`src/rtl/pil_ctrl.sv`:
```
module pil_ctrl #(
  parameter int CW = 8,
  parameter logic [CW-1:0] BASE = 8'h40
) (
  input  logic          clk,
  input  logic          rst,
  input  logic [15:1]   irq_in,
  input  logic [15:0]   sw_int,
  input  logic          other_vld,
  input  logic [CW-1:0] other_code,
  input  logic          ack,
  output logic          irq_req,
  output logic          irq_new,
  output logic [CW-1:0] trap_code,
  output logic          wake
);
  localparam logic [CW-1:0] HI_MASK = ~CW'(4'hF);
  localparam int TIMER_LVL = 14;

  logic [15:1]   irq_q;
  logic [CW-1:0] code_q, code_d, cur;
  logic [15:0]   word;
  logic [3:0]    lvl;
  logic          any, ext_cls;

  assign word    = {irq_in, 1'b0} | {sw_int[15:1], 1'b0} | (16'(sw_int[0]) << TIMER_LVL);
  assign any     = |word[15:1];
  assign cur     = other_vld ? other_code : code_q;
  assign ext_cls = (cur & HI_MASK) == BASE;

  always_comb begin
    lvl = '0;
    for (int i = 1; i < 16; i++)
      if (word[i]) lvl = 4'(i);
  end

  always_comb begin
    code_d = code_q;
    if (ack)
      code_d = '0;
    else if (any && (cur == '0 || ext_cls))
      code_d = BASE | CW'(lvl);
    else if (!any && ext_cls)
      code_d = '0;
  end

  always_ff @(posedge clk) begin
    if (rst) begin
      irq_q   <= '0;
      code_q  <= '0;
      irq_new <= 1'b0;
      wake    <= 1'b0;
    end else begin
      irq_q   <= irq_in;
      code_q  <= code_d;
      irq_new <= (code_d != code_q) && (code_d != '0);
      wake    <= |(irq_in & ~irq_q);
    end
  end

  assign trap_code = code_q;
  assign irq_req   = |code_q;
endmodule


```
`config.mk`:
```
export PLATFORM = sky130hd
export DESIGN_NAME = pil_ctrl
export DESIGN_NICKNAME = d
export VERILOG_FILES = /design/src/rtl/pil_ctrl.sv
export SDC_FILE = /design/constraint.sdc
export NUM_CORES = 1
export LEC_CHECK = 0
export BUFFER_PORTS_ARGS = -buffer_cell sky130_fd_sc_hd__buf_4
export CAP_MARGIN = 20
export CORE_MARGIN = 5
export CORE_UTILIZATION = 40
export CTS_CLUSTER_DIAMETER = 200
export DETAILED_ROUTE_END_ITERATION = 12
export PLACE_DENSITY = 0.75
export SYNTH_ARGS = -nofsm -noshare
export SYNTH_HDL_FRONTEND = slang
export SYNTH_SLANG_ARGS = --single-unit
export TNS_END_PERCENT = 30
```
`constraint.sdc`:
```
create_clock -name clk -period 2.49 [get_ports clk]
set_clock_uncertainty 0.2 [all_clocks]
set_input_delay 0 -clock clk [delete_from_list [all_inputs] [get_ports clk]]
set_output_delay 0 -clock clk [all_outputs]
set_load 0.02 [all_outputs]
```
==> results by group, run 1 <==
Logic synthesis
  • EDFF count, synth: 0
  • Post-synth net total: 190
  • Register area share after synthesis: 39.3%
  • Synth cell types: 41
  • Ys flop type: dfxtp_1
  • Yosys reg bits: 25
  • Syn avg cell area: 8.67 µm²
  • Post-synthesis cell count: 147
  • Ys async rst share: 0%
  • Synth Warn #: 0
  • Synth Cell Area: 1270 µm²

Global routing
  • Initial antenna violation count: 0
  • Global Route met1 Usage: 22.5%
  • Largest net degree at the start of global routing: 21
  • Met3 usage: 4.55%
  • Top Usage Layer GRT: met2
  • GRT Overall Usage: 19.0%
  • Global-route wire length before repair: 6.50 mm
  • Global route overflow: 0
  • Met2 GRT Util: 33.8%
  • Via count of the first global-routing pass: 1461

Place
  • Post-DP HPWL: 2.80 mm
  • Placer Congestion: 0.917
  • # port buffers: 53

STA
  • Final setup viols: 0
  • Final setup TNS: 0 ns
  • Max Slew Vio Count: 0
  • FMAX: 0.430 GHz
  • Slew HR: 63.9%
  • Tightest Pin Transition: 0.534 ns
  • Final period utilization: 93.4%
  • Final hold viol count: 0
  • Worst hold margin: 0.0466 ns
  • RSZ-0062 raised after global routing: no
  • Final Critical Period: 2.33 ns

Route
  • Drt pass-1 iters: 4
  • Avg WL per Cell: 14.1 µm
  • Vias per Instance: 5.04
  • Routed WL: 4.01 mm
  • Total number of vias: 1430
  • Residual DRC: 0
  • Number of antenna-violating nets in the routed design: 0
  • Initial DRC count: 69

Power
  • PwrDens: 392 nW/µm²
  • Worst vdd ir: 0.236 mV
  • Pint: 605 µW
  • Clock power frac: 21.9%
  • Psw: 231 µW
  • Combinational power share: 26.7%
  • Register share of total power: 51.4%
  • Switching part of the total power: 27.6%
  • LEAKAGE: 0.000963 µW

Cells and area
  • Commonest cells after routing, fill and taps aside: 53 x buf_4, 39 x dlygate4sd3_1, 25 x nor2_1, 25 x dfxtp_1, 17 x inv_1
  • NumNets Final: 284
  • Multi-input gate area: 698 µm²
  • Most common cell after layout, fill and taps aside: buf_4
  • Reg area: 500 µm²
  • Synth-to-Final Area Change: 67.3%
  • Diodes inserted: 0
  • Layout cells sized above 1: 28.3%
  • Fillers: 239

Clocking
  • Postcts setup bufs: 0
  • CTS Buffer Depth: 2
  • Clock root cell: clkbuf_4
  • CTS Hold Bufs: 39
  • CTS tree: yes
  • Later-pin clock latency in the skew report: 0.32 ns
  • H-tree levels: 1
  • Clock sink count: 25
  • Number of CTS-inserted buffers: 3
  • PostCTS Resize Cnt: 0
  • Reg clk slew, reported paths: 0.13 ns

Worst setup path
  • Crit end category: flip-flop
  • Critical path class: in2reg
  • CP required: 2.52 ns
  • Crit-path max FO: 4
  • CP Launch Type: input port
  • CP arrival: 2.35 ns

Floorplan
  • Chip Width: 66.5 µm
  • Initial Util: 41.8%
  • Die area: 4420 µm²
  • IO Count: 54
  • CORE AREA: 3050 µm²
  • Cell row count: 20
  • DIE HEIGHT: 66.5 µm

Hold path
  • Hold WC Path Type: in2reg

Flow run
  • # Max-Cap Violations: 0

Status
  • Status: finished clean
==> worst max-delay path, cell delays in order <==
cell	delay (ns)
dlygate4sd3_1	0.54
buf_4	0.15
nor4_2	0.36
nand3_1	0.26
or3_1	0.39
a211oi_2	0.19
o311a_1	0.19
o311ai_1	0.09
o21a_1	0.19
==> synthesized netlist by cell type (all sizes together), types with 2 or more instances <==
cell | count | area [µm²]
a21oi | 3 | 15.0
a31oi | 5 | 31.3
and3 | 4 | 25.0
buf | 2 | 8.75
dfxtp | 25 | 500
inv | 17 | 63.8
nand2 | 6 | 30.0
nand3 | 2 | 15.0
nor2 | 25 | 93.8
nor2b | 7 | 43.8
nor3 | 7 | 35.0
nor4 | 10 | 135
o21a | 3 | 22.5
o21ai | 2 | 10.0
o22ai | 5 | 31.3
o311ai | 2 | 17.5
or3 | 3 | 18.8
or4 | 3 | 22.5
==> metal layers <==
| metal | share of wire, % | wire length, µm | vias up |
|---|---|---|---|
| met3 | 8.7 | 349 | 4 |
| met1 | 42 | 1690 | 646 |
| met5 | 0 | 0 | - |
| met2 | 48 | 1930 | 67 |
| met4 | 1.1 | 44 | 0 |
| li1 | - | - | 713 |
==> cells by family after synthesis <==
kind of cell,count (synthesis),share of synthesized area (%)
xor+xnor,1,0.687
flops,25,39.3
simple gates,72,36.1
buf+inv,20,5.99
compound gates,29,18.0
==> through the flow <==
step                      worst slack (ns)  power (µW)  cell area [µm²]  utilization, %  std cells
final                                0.164         835             2130            69.9        284
after global routing                0.0447         880             2130            69.9        284
after CTS                            0.215         836             2130            69.9        284
after detailed placement             0.291         613             1720            56.2        241
after global placement               0.349         609             1720            56.2        241
after floorplan                      0.357         515             1270               -        147
==> state kept, by name, indices dropped and copies added (netlist names) <==
signal and flops:
trap_code 8, irq_new 1, wake 1, irq_q 15
==> power groups by stage <==
stage	clock network (µW)	logic [µW]	registers, µW
floorplan	0	71.2	443
global placement	0	172	437
detailed placement	0	175	438
CTS	186	221	429
global route	207	241	432
finish	183	223	429
==> final cells by class <==
type | instances | share of cell area (%)
clock buffer | 3 | 1.06
multi-input combinational | 102 | 32.7
timing repair buffer | 92 | 37.0
inverter | 17 | 2.99
tap | 44 | 2.58
sequential | 25 | 23.5
clock inverter | 1 | 0.235
==> final timing paths <==
path	from	end	slack, ns	cells after the start
min	sw_int[13]	trap_code[0]	0.05	5
max reg2reg	trap_code[0]	irq_new	0.27	7
min reg2reg	trap_code[5]	trap_code[5]	0.33	1
max	irq_in[6]	irq_new	0.16	9
Note: power is estimated with default switching activity, not from simulation.
==> inputs of run 2 (changes only) <==
==> constraint.sdc (replaced) <==
create_clock -name clk -period 3 [get_ports clk]
set_clock_uncertainty 0.2 [all_clocks]
set_input_delay 0 -clock clk [delete_from_list [all_inputs] [get_ports clk]]
set_output_delay 0 -clock clk [all_outputs]
set_load 0.02 [all_outputs]
==> run 2 against run 1 <==
Critical path depth is the same. Worst setup slack gained 0.23 ns. Cell count is the same. Count of clock-buffer cells in the layout is the same. Wire length grew 1.8%. Critical path type unchanged. Critical endpoint unchanged.
==> results by group, run 2 (same netlist as run 1, synthesis figures left out) <==
Cells and area
  • Layout Utilization: 69.9% (unchanged)
  • Diodes inserted: 0 (unchanged)
  • Synth-to-Final Area Change: 67.3% (unchanged)
  • Commonest cells after routing, fill and taps aside: 53 x buf_4, 39 x dlygate4sd3_1, 25 x nor2_1, 25 x dfxtp_1, 17 x inv_1
  • Design area: 2130 µm² (unchanged)
  • Largest reg by FF count: irq_q
  • Layout cells sized above 1: 28.3% (unchanged)
  • Most common cell after layout, fill and taps aside: buf_4
  • NumNets Final: 284 (unchanged)
  • Number of flip-flops in the largest register: 15 (unchanged)

Power
  • Pint: 502 µW (-17%)
  • Combinational power share: 26.7% (about the same)
  • Worst vdd ir: 0.280 mV (+18%)
  • Psw: 192 µW (-17%)
  • LEAKAGE: 0.000971 µW (+0.81%)
  • Clock power frac: 22.0% (about the same)
  • PwrDens: 325 nW/µm² (-17%)
  • Switching part of the total power: 27.7% (+0.12 points)
  • Register share of total power: 51.3% (about the same)

STA
  • Max Slew Vio Count: 0 (unchanged)
  • Final setup margin: 0.390 ns (+0.226 ns)
  • Slew HR: 62.6% (-1.4 points)
  • Final setup viols: 0 (unchanged)
  • Final period utilization: 87.0%
  • Tightest Pin Transition: 0.554 ns (+0.0204 ns)
  • Final setup TNS: 0 ns (unchanged)
  • Final Critical Period: 2.61 ns
  • FMAX: 0.383 GHz
  • Final hold viol count: 0 (unchanged)
  • RSZ-0062 raised after global routing: no

Hold path
  • Hold WC Path Type: in2reg
  • Worst Min Path Start: sw_int[13]

Floorplan
  • Cell row count: 20 (unchanged)
  • Initial Util: 41.8% (unchanged)
  • IO Count: 54 (unchanged)
  • DIE HEIGHT: 66.5 µm (unchanged)
  • CORE AREA: 3050 µm² (unchanged)
  • Chip Width: 66.5 µm (unchanged)
  • Die area: 4420 µm² (unchanged)

Clocking
  • Clock root cell: clkbuf_4
  • CTS Hold Bufs: 39 (unchanged)
  • Later-pin clock latency in the skew report: 0.32 ns (about the same)
  • PostCTS Resize Cnt: 0 (unchanged)
  • Postcts setup bufs: 0 (unchanged)
  • CTS tree: yes
  • CTS Buffer Depth: 2 (unchanged)
  • Reg clk slew, reported paths: 0.13 ns (about the same)
  • H-tree levels: 1 (unchanged)
  • Number of CTS-inserted buffers: 3 (unchanged)
  • Clock sink count: 25 (unchanged)

Global routing
  • Initial antenna violation count: 0 (unchanged)
  • GRT Overall Usage: 20.0% (+1.1 points)
  • Global-route wire length before repair: 6.82 mm (+4.9%)
  • Via count of the first global-routing pass: 1562 (+6.9%)
  • Global route overflow: 0 (unchanged)
  • Largest net degree at the start of global routing: 21 (unchanged)

Place
  • Placer Congestion: 0.917 (about the same)
  • # port buffers: 53 (unchanged)
  • Post-DP Area: 1720 µm² (unchanged)
  • Post-DP HPWL: 2.77 mm (-1.1%)
  • Dpl ws: 0.797 ns (+0.506 ns)

Worst setup path
  • CP startpoint: irq_in[6]
  • Reg-to-Reg Start: trap_code[0]
  • CP arrival: 2.64 ns (+0.29 ns)
  • Critical path class: in2reg
  • Crit-path max FO: 12 (+8)
  • CP required: 3.03 ns (+0.51 ns)
  • Crit end category: flip-flop
  • CP Launch Type: input port

Route
  • Drt pass-1 iters: 4 (unchanged)
  • Total number of vias: 1450 (+1.4%)
  • Avg WL per Cell: 14.4 µm (+1.8%)
  • Number of antenna-violating nets in the routed design: 0 (unchanged)
  • Vias per Instance: 5.11 (+1.4%)
  • Routed WL: 4.08 mm (+1.8%)
  • Residual DRC: 0 (unchanged)
  • Initial DRC count: 88 (+28%)

Flow run
  • # Max-Cap Violations: 0 (unchanged)

Status
  • Status: finished clean
run 2: cell counts in the layout (fill, tap and decap cells not counted):
Identical to the previous run, type by type.
run 2: final cells by class:
| class | instances | area (µm²) |
|---|---|---|
| Clock buffer | 3 | 22.5 |
| Clock inverter | 1 | 5.00 |
| Fill cell | 253 | 920 |
| Inverter | 17 | 63.8 |
| Multi-Input combinational cell | 102 | 698 |
| Sequential cell | 25 | 500 |
| Tap cell | 44 | 55.1 |
| Timing Repair Buffer | 92 | 788 |
run 2: path summary, 6_finish.rpt:
check                  to  slack (ns)  cells after the start
min          trap_code[0]        0.05                      5
min reg2reg  trap_code[7]        0.33                      1
max reg2reg  trap_code[3]        0.55                      7
max               irq_new        0.39                      9
run 2: worst max-delay path, cell delays in order:
cell and delay (ns):
dlygate4sd3_1 0.54, buf_4 0.14, nor4_2 0.37, nand3_1 0.26, nor4_4 0.36, or2_4 0.26, nor3_1 0.06, dlygate4sd3_1 0.56
o21a_1 0.10
run 2: power by group through the flow:
stage / Combinational [µW] / Sequential [µW] / Clock [µW]
detailed placement: 145 / 364 / 0
finish: 185 / 356 / 153
CTS: 183 / 356 / 154
global route: 202 / 359 / 175
floorplan: 59.1 / 368 / 0
global placement: 143 / 363 / 0
run 2: through the flow:
stage	total power [µW]	hold WS, ns	instances
finish	694	0.0519	284
global route	736	0.0696	284
CTS	693	0.0511	284
detailed placement	509	0.0547	241
global placement	506	0.0472	241
floorplan	427	-0.0718	147
run 2: metal layers:
metal / part of all wire (%) / global-route usage, % / up-vias
met5: 0 / 0 / -
li1: - / - / 715
met3: 8.9 / 4.38 / 4
met4: 0.59 / 6.09 / 0
met2: 50 / 37.1 / 61
met1: 40 / 22.6 / 670
==> inputs of run 3 (changes only) <==
--- a/config.mk
+++ b/config.mk
@@ -11,7 +11,7 @@
 export CORE_UTILIZATION = 40
 export CTS_CLUSTER_DIAMETER = 200
 export DETAILED_ROUTE_END_ITERATION = 12
-export PLACE_DENSITY = 0.75
+export PLACE_DENSITY = 0.69
 export SYNTH_ARGS = -nofsm -noshare
 export SYNTH_HDL_FRONTEND = slang
 export SYNTH_SLANG_ARGS = --single-unit
==> run 3 against run 2 <==
Power is 0.90% lower. Sequential share of layout area did not move. Register-to-register slack is essentially flat. Cell count unchanged. Hold slack got worse by 0.0045 ns. Utilization is the same. Sequential cell count did not move. Worst setup slack gained 0.013 ns. First-iteration DRC count fell by 26%.
==> results by group, run 3 (same netlist as run 1, synthesis figures left out) <==
Route
  • Total number of vias: 1411 (-2.7%)
  • Avg WL per Cell: 13.9 µm (-2.9%)
  • Number of antenna-violating nets in the routed design: 0 (unchanged)
  • Initial DRC count: 65 (-26%)
  • Routed WL: 3.96 mm (-2.9%)
  • Vias per Instance: 4.97 (-2.7%)
  • Drt pass-1 iters: 4 (unchanged)
  • Residual DRC: 0 (unchanged)

Place
  • # port buffers: 53 (unchanged)
  • Post-DP HPWL: 2.77 mm (-0.21%)
  • Post-DP Area: 1720 µm² (unchanged)
  • Placer Congestion: 0.909 (-0.83%)

Cells and area
  • Largest reg by FF count: irq_q
  • Layout cells sized above 1: 28.3% (unchanged)
  • Most common cell after layout, fill and taps aside: buf_4
  • Diodes inserted: 0 (unchanged)
  • Number of flip-flops in the largest register: 15 (unchanged)
  • Design area: 2130 µm² (unchanged)
  • Synth-to-Final Area Change: 67.3% (unchanged)
  • NumNets Final: 284 (unchanged)
  • Commonest cells after routing, fill and taps aside: 53 x buf_4, 39 x dlygate4sd3_1, 25 x nor2_1, 25 x dfxtp_1, 17 x inv_1

Clocking
  • Later-pin clock latency in the skew report: 0.31 ns (about the same)
  • Clock root cell: clkbuf_4
  • Reg clk slew, reported paths: 0.13 ns (about the same)
  • CTS Buffer Depth: 2 (unchanged)
  • Clock sink count: 25 (unchanged)
  • Number of CTS-inserted buffers: 3 (unchanged)
  • CTS tree: yes
  • H-tree levels: 1 (unchanged)

Floorplan
  • Cell row count: 20 (unchanged)
  • Initial Util: 41.8% (unchanged)
  • DIE HEIGHT: 66.5 µm (unchanged)
  • CORE AREA: 3050 µm² (unchanged)
  • Chip Width: 66.5 µm (unchanged)
  • Die area: 4420 µm² (unchanged)
  • IO Count: 54 (unchanged)

Hold path
  • Hold WC Path Type: in2reg

Worst setup path
  • CP required: 3.03 ns (about the same)
  • CP Launch Type: input port
  • Crit-path max cell delay: 0.56 ns (about the same)
  • CP arrival: 2.62 ns (-0.02 ns)
  • Crit-path max FO: 12 (unchanged)
  • Crit-path cells: dlygate4sd3_1, buf_4, nor3_1, nand3_2, nor4_4, or2_4, nor3_1, dlygate4sd3_1, o21a_1
  • Crit end category: flip-flop
  • Slowest cell on the critical path: dlygate4sd3_1
  • Critical path class: in2reg

STA
  • Final hold viol count: 0 (unchanged)
  • Slew HR: 61.6% (-0.94 points)
  • FMAX: 0.385 GHz (+0.48%)
  • Final setup viols: 0 (unchanged)
  • RSZ-0062 raised after global routing: no
  • Max Slew Vio Count: 0 (unchanged)
  • Final period utilization: 86.6% (-0.42 points)
  • Tightest Pin Transition: 0.568 ns (+0.0139 ns)
  • Final setup TNS: 0 ns (unchanged)
  • Final Critical Period: 2.60 ns (-0.0126 ns)

Global routing
  • Largest net degree at the start of global routing: 21 (unchanged)
  • Global route overflow: 0 (unchanged)
  • Global-route wire length before repair: 6.54 mm (-4.0%)
  • Via count of the first global-routing pass: 1515 (-3.0%)
  • GRT Overall Usage: 19.2% (-0.84 points)
  • Initial antenna violation count: 0 (unchanged)

Power
  • PwrDens: 323 nW/µm² (-0.90%)
  • Worst vdd ir: 0.186 mV (-33%)
  • LEAKAGE: 0.000971 µW (unchanged)

Status
  • Status: finished clean

Flow run
  • # Max-Cap Violations: 0 (unchanged)
==> run 3: cell counts in the layout (fill, tap and decap cells not counted) <==
No cell type changed its count.
==> run 3: cell type report <==
type	count	area (µm²)
timing repair buffer	92	788
sequential	25	500
multi-input combinational	102	698
clock inverter	1	5.00
inverter	17	63.8
fill	265	920
tap	44	55.1
clock buffer	3	22.5
==> run 3: power by group <==
group          switching [µW]  internal [µW]
clock                    97.6           49.9
combinational            80.3            104
sequential               8.41            348
total                     186            502
==> run 3: path summary, 6_finish.rpt <==
path         slack (ns)          from  cells past startpoint           end
max reg2reg        0.56  trap_code[0]                      7       irq_new
min reg2reg        0.32  trap_code[7]                      1  trap_code[7]
min                0.05    sw_int[13]                      5  trap_code[0]
max                0.40    irq_in[14]                      9       irq_new
==> run 3: critical path: cells and delay by family <==
family | cells | cell delay [ns]
AND/OR/NAND/NOR | 5 | 1.26
buffers and inverters | 3 | 1.27
AO/OA/AOI/OAI | 1 | 0.11
==> run 3: metrics by stage <==
stage                     util, %  std cells  power, µW  hold slack (ns)  setup WS (ns)
after detailed placement     56.2        241        508           0.0529          0.802
final                        69.9        284        688           0.0474          0.403
after CTS                    69.9        284        690           0.0534          0.428
after floorplan                 -        147        427          -0.0718          0.867
after global placement       56.2        241        506           0.0447          0.858
after global routing         69.9        284        729           0.0774          0.251
==> run 3: per-layer routing <==
metal | GRT usage [%] | up-vias | wire (µm)
met3 | 4.22 | 4 | 281
met5 | 0 | - | 0
met4 | 6.85 | 0 | 42
li1 | - | 716 | -
met2 | 35.2 | 52 | 1960
met1 | 21.5 | 639 | 1670
==> run 3: what timing repair did <==
action	CTS	global route
hold endpoints to repair	25	0
gates resized for setup	0	0
hold buffers	39	0
setup buffers	0	0
